### src/rtl/erase_pkg.sv
package erase_pkg;

    typedef enum logic [3:0] {
        S_IDLE,
        S_WDT_ON,
        S_ERASE,
        S_ERASE_OFF,
        S_VSETUP,
        S_VNEXT,
        S_VWR,
        S_VRD,
        S_VCHK,
        S_VEXIT
    } seq_state_e;

    typedef enum logic [2:0] {
        ST_NONE  = 3'd0,
        ST_OK    = 3'd1,
        ST_FAIL  = 3'd2,
        ST_CFG   = 3'd3,
        ST_NOPRE = 3'd4
    } seq_status_e;

    typedef struct packed {
        logic wdt;
        logic erase;
        logic verify;
        logic we;
        logic re;
    } fl_ctl_t;

    localparam logic [7:0] ERASED_BYTE = 8'hFF;

    // Block i holds base << i bytes, blocks packed from address 0.
    function automatic int unsigned blk_lo(int unsigned i, int unsigned base);
        return base * ((32'd1 << i) - 32'd1);
    endfunction

    function automatic int unsigned blk_hi(int unsigned i, int unsigned base);
        return base * ((32'd1 << (i + 1)) - 32'd1) - 32'd1;
    endfunction

endpackage

### src/rtl/erase_tick.sv
module erase_tick #(
    parameter int DIV = 125
) (
    input  logic clk_i,
    input  logic rst_i,
    output logic tick_o
);
    localparam int CW = (DIV > 2) ? $clog2(DIV) : 1;

    logic [CW-1:0] cnt;

    always_ff @(posedge clk_i) begin
        if (rst_i || cnt == CW'(DIV - 1)) cnt <= '0;
        else                              cnt <= cnt + 1'b1;
    end

    assign tick_o = (cnt == CW'(DIV - 1));
endmodule

### src/rtl/erase_timer.sv
module erase_timer #(
    parameter int W = 16
) (
    input  logic         clk_i,
    input  logic         rst_i,
    input  logic         tick_i,
    input  logic         load_i,
    input  logic [W-1:0] load_val_i,
    output logic         expired_o
);
    logic [W-1:0] cnt;

    always_ff @(posedge clk_i) begin
        if (rst_i)                    cnt <= '0;
        else if (load_i)              cnt <= load_val_i;
        else if (tick_i && cnt != '0) cnt <= cnt - 1'b1;
    end

    assign expired_o = (cnt == '0);
endmodule

### src/rtl/erase_cfg_chk.sv
module erase_cfg_chk #(
    parameter int PW        = 16,
    parameter int INIT_MAX  = 6250,
    parameter int PULSE_MAX = 50000,
    parameter int VS1_MIN   = 4,
    parameter int VS2_MIN   = 2,
    parameter int DOUBLINGS = 3
) (
    input  logic [PW-1:0] init_i,
    input  logic [PW-1:0] vs1_i,
    input  logic [PW-1:0] vs2_i,
    output logic          bad_o
);
    localparam int XW = PW + DOUBLINGS;

    logic [XW-1:0] longest;

    always_comb begin
        longest = XW'(init_i) << DOUBLINGS;
        bad_o   = (init_i == '0)
               || (32'(init_i)  > 32'(INIT_MAX))
               || (32'(longest) > 32'(PULSE_MAX))
               || (32'(vs1_i)   < 32'(VS1_MIN))
               || (32'(vs2_i)   < 32'(VS2_MIN));
    end
endmodule

### src/rtl/flash_erase_seq.sv
module flash_erase_seq
    import erase_pkg::*;
#(
    parameter int NUM_BLK   = 4,
    parameter int ADDR_W    = 8,
    parameter int BLK_BASE  = 16,
    parameter int PW        = 16,
    parameter int TICK_DIV  = 125,
    parameter int INIT_MAX  = 6250,
    parameter int PULSE_MAX = 50000,
    parameter int VS1_MIN   = 4,
    parameter int VS2_MIN   = 2,
    parameter int MAX_TRY   = 602,
    parameter int DOUBLINGS = 3
) (
    input  logic               clk_i,
    input  logic               rst_i,
    input  logic               start_i,
    input  logic               prewrite_done_i,
    input  logic [NUM_BLK-1:0] blk_mask_i,
    input  logic [PW-1:0]      init_pulse_i,
    input  logic [PW-1:0]      vs1_i,
    input  logic [PW-1:0]      vs2_i,
    output logic               fl_erase_o,
    output logic               fl_verify_o,
    output logic [NUM_BLK-1:0] fl_blk_sel_o,
    output logic               wdt_en_o,
    output logic [ADDR_W-1:0]  fl_addr_o,
    output logic [7:0]         fl_wdata_o,
    output logic               fl_we_o,
    output logic               fl_re_o,
    input  logic [7:0]         fl_rdata_i,
    output logic               busy_o,
    output logic               done_o,
    output logic               err_o,
    output logic [2:0]         status_o
);
    localparam int BW = (NUM_BLK > 2) ? $clog2(NUM_BLK) : 1;
    localparam int TW = $clog2(MAX_TRY + 1);

    seq_state_e        state;
    seq_status_e       status;
    fl_ctl_t           ctl;
    logic [NUM_BLK-1:0] sel;
    logic [BW-1:0]     blk_idx;
    logic              scan_end;
    logic [ADDR_W-1:0] addr;
    logic [TW-1:0]     tries;
    logic [PW-1:0]     cur_pulse;
    logic              tick, expired, cfg_bad, tmr_load;
    logic [PW-1:0]     tmr_val;
    logic [ADDR_W-1:0] lo_tab [NUM_BLK];
    logic [ADDR_W-1:0] hi_tab [NUM_BLK];

    for (genvar g = 0; g < NUM_BLK; g++) begin : g_map
        assign lo_tab[g] = ADDR_W'(blk_lo(g, BLK_BASE));
        assign hi_tab[g] = ADDR_W'(blk_hi(g, BLK_BASE));
    end

    erase_tick #(.DIV(TICK_DIV)) u_tick (
        .clk_i(clk_i), .rst_i(rst_i), .tick_o(tick)
    );

    erase_timer #(.W(PW)) u_timer (
        .clk_i(clk_i), .rst_i(rst_i), .tick_i(tick),
        .load_i(tmr_load), .load_val_i(tmr_val), .expired_o(expired)
    );

    erase_cfg_chk #(
        .PW(PW), .INIT_MAX(INIT_MAX), .PULSE_MAX(PULSE_MAX),
        .VS1_MIN(VS1_MIN), .VS2_MIN(VS2_MIN), .DOUBLINGS(DOUBLINGS)
    ) u_cfg (
        .init_i(init_pulse_i), .vs1_i(vs1_i), .vs2_i(vs2_i), .bad_o(cfg_bad)
    );

    // Timer loads: pulse length on the way into the pulse, settle delays
    // on the way into each verify phase.
    always_comb begin
        tmr_load = 1'b0;
        tmr_val  = cur_pulse;
        case (state)
            S_WDT_ON:    tmr_load = 1'b1;
            S_ERASE_OFF: begin tmr_load = 1'b1; tmr_val = vs1_i; end
            S_VNEXT:     begin tmr_load = scan_end; tmr_val = vs2_i; end
            default: ;
        endcase
    end

    always_comb begin
        ctl        = '0;
        ctl.wdt    = state inside {S_WDT_ON, S_ERASE, S_ERASE_OFF};
        ctl.erase  = (state == S_ERASE);
        ctl.verify = state inside {S_VSETUP, S_VNEXT, S_VWR, S_VRD, S_VCHK};
        ctl.we     = (state == S_VWR);
        ctl.re     = (state == S_VRD);
    end

    always_ff @(posedge clk_i) begin
        if (rst_i) begin
            state     <= S_IDLE;
            status    <= ST_NONE;
            sel       <= '0;
            blk_idx   <= '0;
            scan_end  <= 1'b0;
            addr      <= '0;
            tries     <= '0;
            cur_pulse <= '0;
            done_o    <= 1'b0;
            err_o     <= 1'b0;
        end else begin
            done_o <= 1'b0;
            err_o  <= 1'b0;
            case (state)
                S_IDLE: if (start_i) begin
                    if (!prewrite_done_i) begin
                        err_o  <= 1'b1;
                        status <= ST_NOPRE;
                    end else if (cfg_bad) begin
                        err_o  <= 1'b1;
                        status <= ST_CFG;
                    end else if (blk_mask_i == '0) begin
                        done_o <= 1'b1;
                        status <= ST_OK;
                    end else begin
                        sel       <= blk_mask_i;
                        cur_pulse <= init_pulse_i;
                        tries     <= TW'(1);
                        state     <= S_WDT_ON;
                    end
                end
                S_WDT_ON:    state <= S_ERASE;
                S_ERASE:     if (expired) state <= S_ERASE_OFF;
                S_ERASE_OFF: state <= S_VSETUP;
                S_VSETUP: if (expired) begin
                    blk_idx  <= '0;
                    scan_end <= 1'b0;
                    state    <= S_VNEXT;
                end
                S_VNEXT: begin
                    if (scan_end) begin
                        state <= S_VEXIT;
                    end else if (sel[blk_idx]) begin
                        addr  <= lo_tab[blk_idx];
                        state <= S_VWR;
                    end else if (blk_idx == BW'(NUM_BLK - 1)) begin
                        scan_end <= 1'b1;
                    end else begin
                        blk_idx <= blk_idx + 1'b1;
                    end
                end
                S_VWR: state <= S_VRD;
                S_VRD: state <= S_VCHK;
                S_VCHK: begin
                    if (fl_rdata_i != ERASED_BYTE || addr == hi_tab[blk_idx]) begin
                        if (fl_rdata_i == ERASED_BYTE) sel[blk_idx] <= 1'b0;
                        if (blk_idx == BW'(NUM_BLK - 1)) scan_end <= 1'b1;
                        else                            blk_idx  <= blk_idx + 1'b1;
                        state <= S_VNEXT;
                    end else begin
                        addr  <= addr + 1'b1;
                        state <= S_VWR;
                    end
                end
                S_VEXIT: if (expired) begin
                    if (sel == '0) begin
                        done_o <= 1'b1;
                        status <= ST_OK;
                        state  <= S_IDLE;
                    end else if (32'(tries) >= 32'(MAX_TRY)) begin
                        err_o  <= 1'b1;
                        status <= ST_FAIL;
                        state  <= S_IDLE;
                    end else begin
                        if (32'(tries) <= 32'(DOUBLINGS)) cur_pulse <= cur_pulse << 1;
                        tries <= tries + 1'b1;
                        state <= S_WDT_ON;
                    end
                end
                default: state <= S_IDLE;
            endcase
        end
    end

    assign busy_o       = (state != S_IDLE);
    assign fl_erase_o   = ctl.erase;
    assign fl_verify_o  = ctl.verify;
    assign wdt_en_o     = ctl.wdt;
    assign fl_we_o      = ctl.we;
    assign fl_re_o      = ctl.re;
    assign fl_addr_o    = addr;
    assign fl_wdata_o   = ctl.we ? ERASED_BYTE : 8'h00;
    assign fl_blk_sel_o = busy_o ? sel : '0;
    assign status_o     = status;
endmodule

### config.mk
export PLATFORM = sky130hd
export DESIGN_NAME = flash_erase_seq
export DESIGN_NICKNAME = d
export VERILOG_FILES = /design/src/rtl/erase_pkg.sv /design/src/rtl/erase_tick.sv /design/src/rtl/erase_timer.sv /design/src/rtl/erase_cfg_chk.sv /design/src/rtl/flash_erase_seq.sv
export SDC_FILE = /design/constraint.sdc
export NUM_CORES = 1
export LEC_CHECK = 0
export ABC_AREA = 0
export BUFFER_PORTS_ARGS = -buffer_cell sky130_fd_sc_hd__buf_2
export CORE_ASPECT_RATIO = 0.6
export CORE_UTILIZATION = 51
export DETAILED_ROUTE_END_ITERATION = 8
export PLACE_DENSITY = 0.75
export SETUP_SLACK_MARGIN = 0.2
export SLEW_MARGIN = 40
export SYNTH_ARGS = -nofsm -noshare
export SYNTH_HDL_FRONTEND = slang
export SYNTH_SLANG_ARGS = --single-unit
### constraint.sdc
create_clock -name clk_i -period 6.51 [get_ports clk_i]
set_clock_uncertainty 0.05 [all_clocks]
set_input_delay 0.3255 -clock clk_i [delete_from_list [all_inputs] [get_ports clk_i]]
set_output_delay 0.3255 -clock clk_i [all_outputs]
set_load 0.01 [all_outputs]
### Yosys cells after proc, flatten, opt, wreduce, memory -nomap -nowiden

Index checks and enable logic that the tools add are counted.

* register bits: 73
* input bits: 64
* logic and storage cells: 186

* $add $sub $neg: 5
* order comparisons: 9
* equal/unequal tests: 34
* muxes and demuxes: 92
* bitwise logic cells: 3
* reduce and logical (&&, ||, !) cells: 31

Operator list (count)
* $mux W16: 10
* $mux W10: 7
* $mux W4: 16
* $mux W8: 8
* $pmux W16 S2: 2
* $pmux W4 S10: 1
* $bmux W8 S2: 2
* $logic_not A16 Y1: 2
* $ne A2 B2 Y1 const B: 12
* $mux W1: 22
* $mux W3: 7
* $pmux W10 S2: 1
* $gt A19 B16 Y1 const B: 1
* $eq A4 B3 Y1 const B: 4
* $gt A16 B13 Y1 const B: 1
* $lt A16 B2 Y1 const B: 1
* $lt A16 B3 Y1 const B: 1
* $pmux W8 S2: 1
* $reduce_and A8 Y1: 2
* $reduce_bool A16 Y1: 1
* $sub A16 B1 Y16 const B: 1
* $logic_not A4 Y1: 3
* $mux W2: 6
* $add A10 B1 Y10 const B: 1
* other kinds (41): 61

### Logic depth before layout (Yosys ltp)

Gate-level depths: netlist of the first run.

* word-level depth: 9
* gate-level depth with buffers: 9

### Cells and area by module

Synthesis of the first run repeated with hierarchy kept, for this count alone.

* cell total of the unflattened synthesis: 569
* area total of the unflattened synthesis: 4623.2 sq um

By module, submodules not included
* flash_erase_seq: times used 1, cells an instance 398, area an instance 3233.1 sq um, sequential area each 1001.0 sq um
* erase_timer: times used 1, cells an instance 114, area an instance 944.7 sq um, sequential area each 320.3 sq um
* erase_tick: times used 1, cells an instance 35, area an instance 311.5 sq um, sequential area each 140.1 sq um
* erase_cfg_chk: times used 1, cells an instance 22, area an instance 133.9 sq um, sequential area each 0.0 sq um

### Least setup slack after synthesis of the first run

Ideal clock, no wire load.

* path kind: reg-to-reg
* from: register u_timer.cnt[0]
* to: register blk_idx[0]
* library setup time: 65 ps
* data arrival time: 2281 ps
* data required time: 6395 ps
* slack: 4114 ps
* stages on the path, launching flop included: 10
* path buffers: 1
* clock period less this slack: 2396 ps
* cells stage by stage: dfxtp_1 -> inv_1 -> ha_1 -> nor3b_1 -> and4_1 -> buf_2 -> o21ai_0 -> a222oi_1 -> mux2_2 -> nor2_1

* longest elaborated chain between the ends: 3

Ends and longest elaborated chain
* start, declared: line erase_timer.sv:11 `logic [W-1:0] cnt;`
* start signal, assigned: line erase_timer.sv:15 `else if (load_i) cnt <= load_val_i;`
* start signal, assigned: line erase_timer.sv:16 `else if (tick_i && cnt != '0) cnt <= cnt - 1'b1;`
* $logic_not A16 Y1: line erase_timer.sv:19 `assign expired_o = (cnt == '0);`
* $ne A2 B2 Y1 (no line)
* $reduce_and A5 Y1 (no line)
* end signal, assigned: line flash_erase_seq.sv:148 `blk_idx <= blk_idx + 1'b1;`
* end signal, assigned: line flash_erase_seq.sv:157 `else blk_idx <= blk_idx + 1'b1;`
* end, declared: line flash_erase_seq.sv:45 `logic [BW-1:0] blk_idx;`

Every way passes these cells.
A chain may end at the register's enable or synchronous reset.

### Worst setup path in the final report of the first run

* from: register state[0]
* to: register cur_pulse[2]

* longest elaborated chain between the ends: 3

Ends and longest elaborated chain
* start, declared: line flash_erase_seq.sv:41 `seq_state_e state;`
* start signal, assigned: line flash_erase_seq.sv:100 `state <= S_IDLE;`
* start signal, assigned: line flash_erase_seq.sv:128 `state <= S_WDT_ON;`
* start signal, assigned: line flash_erase_seq.sv:131 `S_WDT_ON: state <= S_ERASE;`
* $eq A4 B4 Y1 or $logic_not A4 Y1 (tied branches): line flash_erase_seq.sv:113 `case (state)`
* $ne A2 B2 Y1 (no line) or $reduce_bool A2 Y1 (tied branches)
* $reduce_and A9 Y1 (no line)
* end signal, assigned: line flash_erase_seq.sv:126 `cur_pulse <= init_pulse_i;`
* end signal, assigned: line flash_erase_seq.sv:174 `if (32'(tries) <= 32'(DOUBLINGS)) cur_pulse <= cur_pulse << 1;`
* end, declared: line flash_erase_seq.sv:49 `logic [PW-1:0] cur_pulse;`

Parallel ways exist; a longest one is shown, timed or not.

==> results.cfg, run 1 <==
[outcome]
outcome = complete, no violations

[routing]
finalWirelength_mm = 14.40
first_pass_iters = 5
wire_per_inst_um = 18.88
detail-route-antenna-nets = 0
via_per_inst = 6.564
drt_iter0_drc = 591
drc = 0
via_count = 5008

[worst_setup_path]
worstSetupEndpointType = flop
startpoint_type = flop
cp_data_required_time_ps = 6690
criticalPathCategory = reg -> reg
cp_data_arrival_time_ps = 3510
crit_path_max_fanout = 21

[global_route]
overflow = 0
grt_usage_pct = 30.47
grt_antenna_before_repair = 0
grt_max_degree = 62
grt_pass1_vias = 4468
grt_pass1_wl_mm = 23.19

[clock_network]
ctsResizeCount = 0
cts_buffer_depth = 2
holdBufCountCts = 0
clock_latency_ps = 340
clkSinkCount = 73
numCtsBuffers = 9
post_cts_buffers = 0
htreeDepth = 3
cts-root-buf = clkbuf_16
path_clk_slew_ps = 60
cts_tree = yes

[die]
start_util_pct = 53.83
die_w_um = 125.8
floorplan.core_area_um2 = 8718
die_y_um = 76.31
row_count = 26
dieArea_um2 = 9603
ioPinCount = 95

[place]
portBuffers = 94
placed_area_um2 = 5151
gp_congestion = 0.8987
post-dp-hpwl_mm = 10.57

[final_layout]
post-route-util_pct = 62.87
area_growth_pct = 16.80
drive_above_1_share_pct = 25.65
nets = 720
nFillCells = 748
antenna_cells = 0
final_design_area_no_fill_um2 = 5482

[yosys]
synthFlopType = dfxtp_1
synth_top_family_by_area = simple AND/OR/NAND/NOR gates
ys_warn_count = 0
synth_adder_area_share_pct = 2.666
synth-simple-area-share_pct = 31.09
syn_area_um2 = 4693
ys_seq_area_share_pct = 31.14
yosys.cell_types.count = 75
synth.avg_cell_area_um2 = 8.134
muxShareOfSynthArea_pct = 1.146
postSynth.asyncResetShare_pct = 0
syn_inst = 577
syn-num-nets = 651
synth_compound_area_share_pct = 24.71
ys_ff_latch = 73
synth_edf_count = 0
synthXorXnorAreaFrac_pct = 4.106

[power]
seqPwrFrac_pct = 32.2
netSwitchingPower_w = 0.0007551
static-leakage-power_nw = 2.293
sw_frac_of_total_pct = 39.64
power_density_nw_per_um2 = 347.5
comb_power_share_pct = 40.8
clockPowerShare_pct = 26.9
p_int_w = 0.001150
ir_drop_uv = 207.8

[timing]
layout_min_cycle_time_ps = 3333
fin_crit_sh_pct = 51.20
max_freq_mhz = 300.0
hold_violations = 0
tns_ps = 0
rsz0062_at_grt = no
max_slew_margin_pct = 43.69
worst_slew_pin_slew_ps = 844.7
drv_slew = 0
setup_violations = 0

[min_path]
hold_path.class = in -> reg

[run]
cap_violations = 0
==> synthesized netlist by cell type, types with 7 or more instances <==
cell	instances	area [µm²]
a31o_2	14	122.6
a21oi_1	42	210.2
or4_1	8	60.06
nor2_1	37	138.9
buf_2	9	45.04
a31oi_1	7	43.79
xor2_1	11	96.34
nand2_1	78	292.8
nor3_1	25	125.1
xnor2_1	11	96.34
nor4_1	9	56.30
nand4_1	7	43.79
dfxtp_1	73	1461
or2_2	8	50.05
inv_1	13	48.80
ha_1	10	125.1
o21ai_0	12	60.06
buf_4	8	60.06
a221oi_1	31	271.5
and3_1	23	143.9
a21o_1	8	60.06
nand3_1	21	105.1
clkbuf_1	22	82.58
==> per-stage QoR <==
step	power, W	hold WS [ps]	std cells	setup slack (ps)
3_3_place_gp	0.001353	413.1	746	3398
3_5_place_dp	0.001376	418.2	746	3277
4_1_cts	0.001891	168.5	762	3276
5_1_grt	0.002008	191.5	763	3004
2_1_floorplan	0.001180	376.5	577	4114
6_report	0.001905	183.6	763	3177
==> path summary, 6_finish.rpt <==
path / startpoint / end / slack [ps] / depth (start not counted)
setup reg to reg: state[0] / cur_pulse[2] / 3180 / 6
hold / removal: blk_mask_i[0] / sel[0] / 180 / 2
hold reg to reg: u_tick.cnt[0] / u_tick.cnt[0] / 430 / 1
setup / recovery: state[0] / cur_pulse[2] / 3180 / 6
==> cell families after synthesis <==
| group | after synthesis |
|---|---|
| mux | 4 |
| fa+ha+maj | 10 |
| buf+inv | 53 |
| simple gates | 264 |
| flops | 73 |
| compound gates | 151 |
| xor+xnor | 22 |
==> final cells by class <==
type                            instances  area (µm²)  share of cell area (%)
Clock buffer                           14       274.0                   4.999
Clock inverter                          2       35.03                  0.6391
Inverter                               13       48.80                  0.8902
Multi-Input combinational cell        451        3022                   55.12
Sequential cell                        73        1461                   26.66
Tap cell                              112       140.1                   2.556
Timing Repair Buffer                   98       500.5                   9.130
==> power groups by stage <==
stage	registers (W)	logic, W	clock network [W]
CTS	0.000610	0.000764	0.000517
floorplan	0.000587	0.000593	0
detailed placement	0.000619	0.000757	0
finish	0.000614	0.000778	0.000513
global placement	0.000614	0.000739	0
global route	0.000625	0.000844	0.000539
==> sequential cells by signal, indices dropped and copies added (netlist names) <==
signal and flops:
scan_end 1, state 4, fl_addr_o 8, done_o 1
err_o 1, u_tick.cnt 7, u_timer.cnt 16, cur_pulse 16
sel 4, tries 10, blk_idx 2, status_o 3
==> per-layer routing <==
metal	up-vias	global-route usage [%]	routed length (µm)
li1	2310	-	-
met1	2393	46.74	6748
met2	284	40.28	5796
met3	21	8.708	1685
met4	0	8.313	174
met5	-	0	0
==> critical path, cell delays in order (launching register included) <==
cell,delay (ps)
dfxtp_1,700
and4bb_1,840
nand2_2,200
a21o_1,320
o32ai_4,390
nand2_2,360
a31o_2,340
==> layout by cell type (no fill, tap or decap), types with 5 or more instances in the layout <==
cell	netlist	layout
buf_2	9	94
nand2_1	78	78
dfxtp_1	73	73
a21oi_1	42	42
nor2_1	37	35
a221oi_1	31	31
nor3_1	25	25
and3_1	23	23
nand3_1	21	21
a31o_2	14	14
inv_1	13	12
o21ai_0	12	12
xor2_1	11	11
xnor2_1	11	11
ha_1	10	10
or2_2	8	9
nor4_1	9	9
clkbuf_16	0	9
or4_1	8	8
a31oi_1	7	7
nand4_1	7	7
a21o_1	8	7
and2_1	5	5
nand3b_1	5	5
Note: power is estimated with default switching activity, not from simulation.
==> run 2, diff against run 1 <==
- clock period: 6.51 -> 3.1 ns (I/O delays scaled with it)
==> run 2 against run 1 <==
Largest power group unchanged. Global-route usage up 0.28 points. Via count up 0.48%. Wire length up 2.0%. Fmax up 21%. Register-to-register slack worse by 2800 ps. Critical path depth up 2. Hold slack worse by 170 ps. Combinational power up 120%. Utilization up 1.0 points. Design area up 1.7%. Largest cell class unchanged.
==> results.cfg, run 2 (synthesis gave the netlist of run 1 again) <==
[timing]
fin_crit_sh_pct = 88.99
fin_hold_ws_ps = 12.92
max_freq_mhz = 362.5
hold_violations = 0
layout_min_cycle_time_ps = 2759
max_slew_margin_pct = 54.81
worst_slew_pin_slew_ps = 677.9
tns_ps = 0
setup_violations = 0
rsz0062_at_grt = no
drv_slew = 0

[routing]
dr_wl_met3_mm = 1.659
drt_iter0_drc = 631
met2_length_mm = 5.999
wire_per_inst_um = 18.95
wl_met1_mm = 6.896
finalWirelength_mm = 14.69
detail-route-antenna-nets = 0
highest_layer = met4
via_count = 5032
via_per_inst = 6.493
first_pass_iters = 6
drc = 0

[global_route]
grt_usage_pct = 30.75
overflow = 0
grt_pass1_vias = 4434
grt_max_degree = 61
grt_antenna_before_repair = 0
grt_pass1_wl_mm = 23.26

[run]
cap_violations = 0

[place]
gp_congestion = 0.9403
post-dp-hpwl_mm = 10.89
dpl.cell_count = 759
portBuffers = 94

[final_layout]
drive_above_1_share_pct = 26.40
nFillCells = 767
final_common_cell = buf_2
seq_area_um2 = 1461
antenna_cells = 0
largestRegisters = cur_pulse: 16 flops, u_timer.cnt: 16 flops, tries: 10 flops
post-route-util_pct = 63.92
nets = 732
final_cell_mix = 94 x buf_2, 78 x nand2_1, 73 x dfxtp_1
finalNonFillerCells = 775
area_growth_pct = 18.74
multiInputGateArea_um2 = 3002

[worst_setup_path]
crit_path_max_fanout = 10
critPathSlowestCell = a2111oi_4
worstSetupEndpointType = flop
setup.worst_path.start = tries[0]
cp_data_arrival_time_ps = 2970
startpoint_type = flop
r2r-start = tries[0]
path_delay_family = compound AO/OA/AOI/OAI gates
crit_chain = inv_1, ha_1, nor3_1, o21ai_0, a2111oi_4, a41oi_4, or4_1, a31oi_1
slowest_delay_ps = 630
crit_buf_inv = 1
criticalPathCategory = reg -> reg
cp_data_required_time_ps = 3310

[die]
die_y_um = 76.31
die_w_um = 125.8
ioPinCount = 95
start_util_pct = 53.83
floorplan.core_area_um2 = 8718
dieArea_um2 = 9603
row_count = 26

[power]
clockPowerShare_pct = 27.6
p_int_w = 0.002521
comb_power_share_pct = 41.9
seqPwrFrac_pct = 30.4
netSwitchingPower_w = 0.001614
ir_drop_uv = 419.0
sw_frac_of_total_pct = 39.03
power_density_nw_per_um2 = 741.9
static-leakage-power_nw = 2.355

[clock_network]
numCtsBuffers = 9
cts_tree = yes
cts-root-buf = clkbuf_16
clkSinkCount = 73
clock_latency_ps = 340
path_clk_slew_ps = 60
htreeDepth = 3
cts_buffer_depth = 2

[min_path]
hold_path.class = in -> reg
min_from = blk_mask_i[0]

[outcome]
outcome = complete, no violations
==> run 2: power groups by stage <==
stage               combinational, W  clock (W)  sequential [W]
global placement             0.00166          0         0.00126
global route                 0.00186    0.00119         0.00127
finish                       0.00173    0.00114         0.00126
floorplan                    0.00125          0         0.00123
detailed placement           0.00169          0         0.00127
CTS                          0.00171    0.00115         0.00125
==> run 2: worst paths after layout <==
path	to	slack, ps	cells past startpoint
min reg2reg	u_tick.cnt[0]	430	1
max	tries[4]	340	8
max reg2reg	tries[4]	340	8
min	sel[0]	10	2
==> run 2: timing repair <==
item                       4_1_cts  5_1_grt
setup buffers                    0        0
gates resized for setup          0        1
setup endpoints to repair        0       15
hold buffers                     0        0
hold endpoints to repair         0        0
==> run 2: cell type report <==
type                    count  area share [%]
clock buffers              11           4.535
clock inverters             5           1.392
inverters                  13          0.8756
multi-input cells         451           53.86
flip-flops and latches     73           26.22
well taps                 112           2.515
repair buffers            110           10.60
==> run 2: routing by layer <==
layer  GRT usage, %  vias up
met3          10.32       16
met1          46.81     2398
met4          6.145        0
met2          41.00      284
li1               -     2334
met5              0        -
==> run 2: per-stage QoR <==
| step | worst slack (ps) | total power (W) | area, µm² |
|---|---|---|---|
| detailed placement | 331.7 | 0.002961 | 5238 |
| floorplan | 703.6 | 0.002478 | 4693 |
| finish | 341.2 | 0.004134 | 5573 |
| CTS | 359.4 | 0.004106 | 5568 |
| global route | 228.2 | 0.004328 | 5573 |
| global placement | 424.9 | 0.002926 | 5236 |
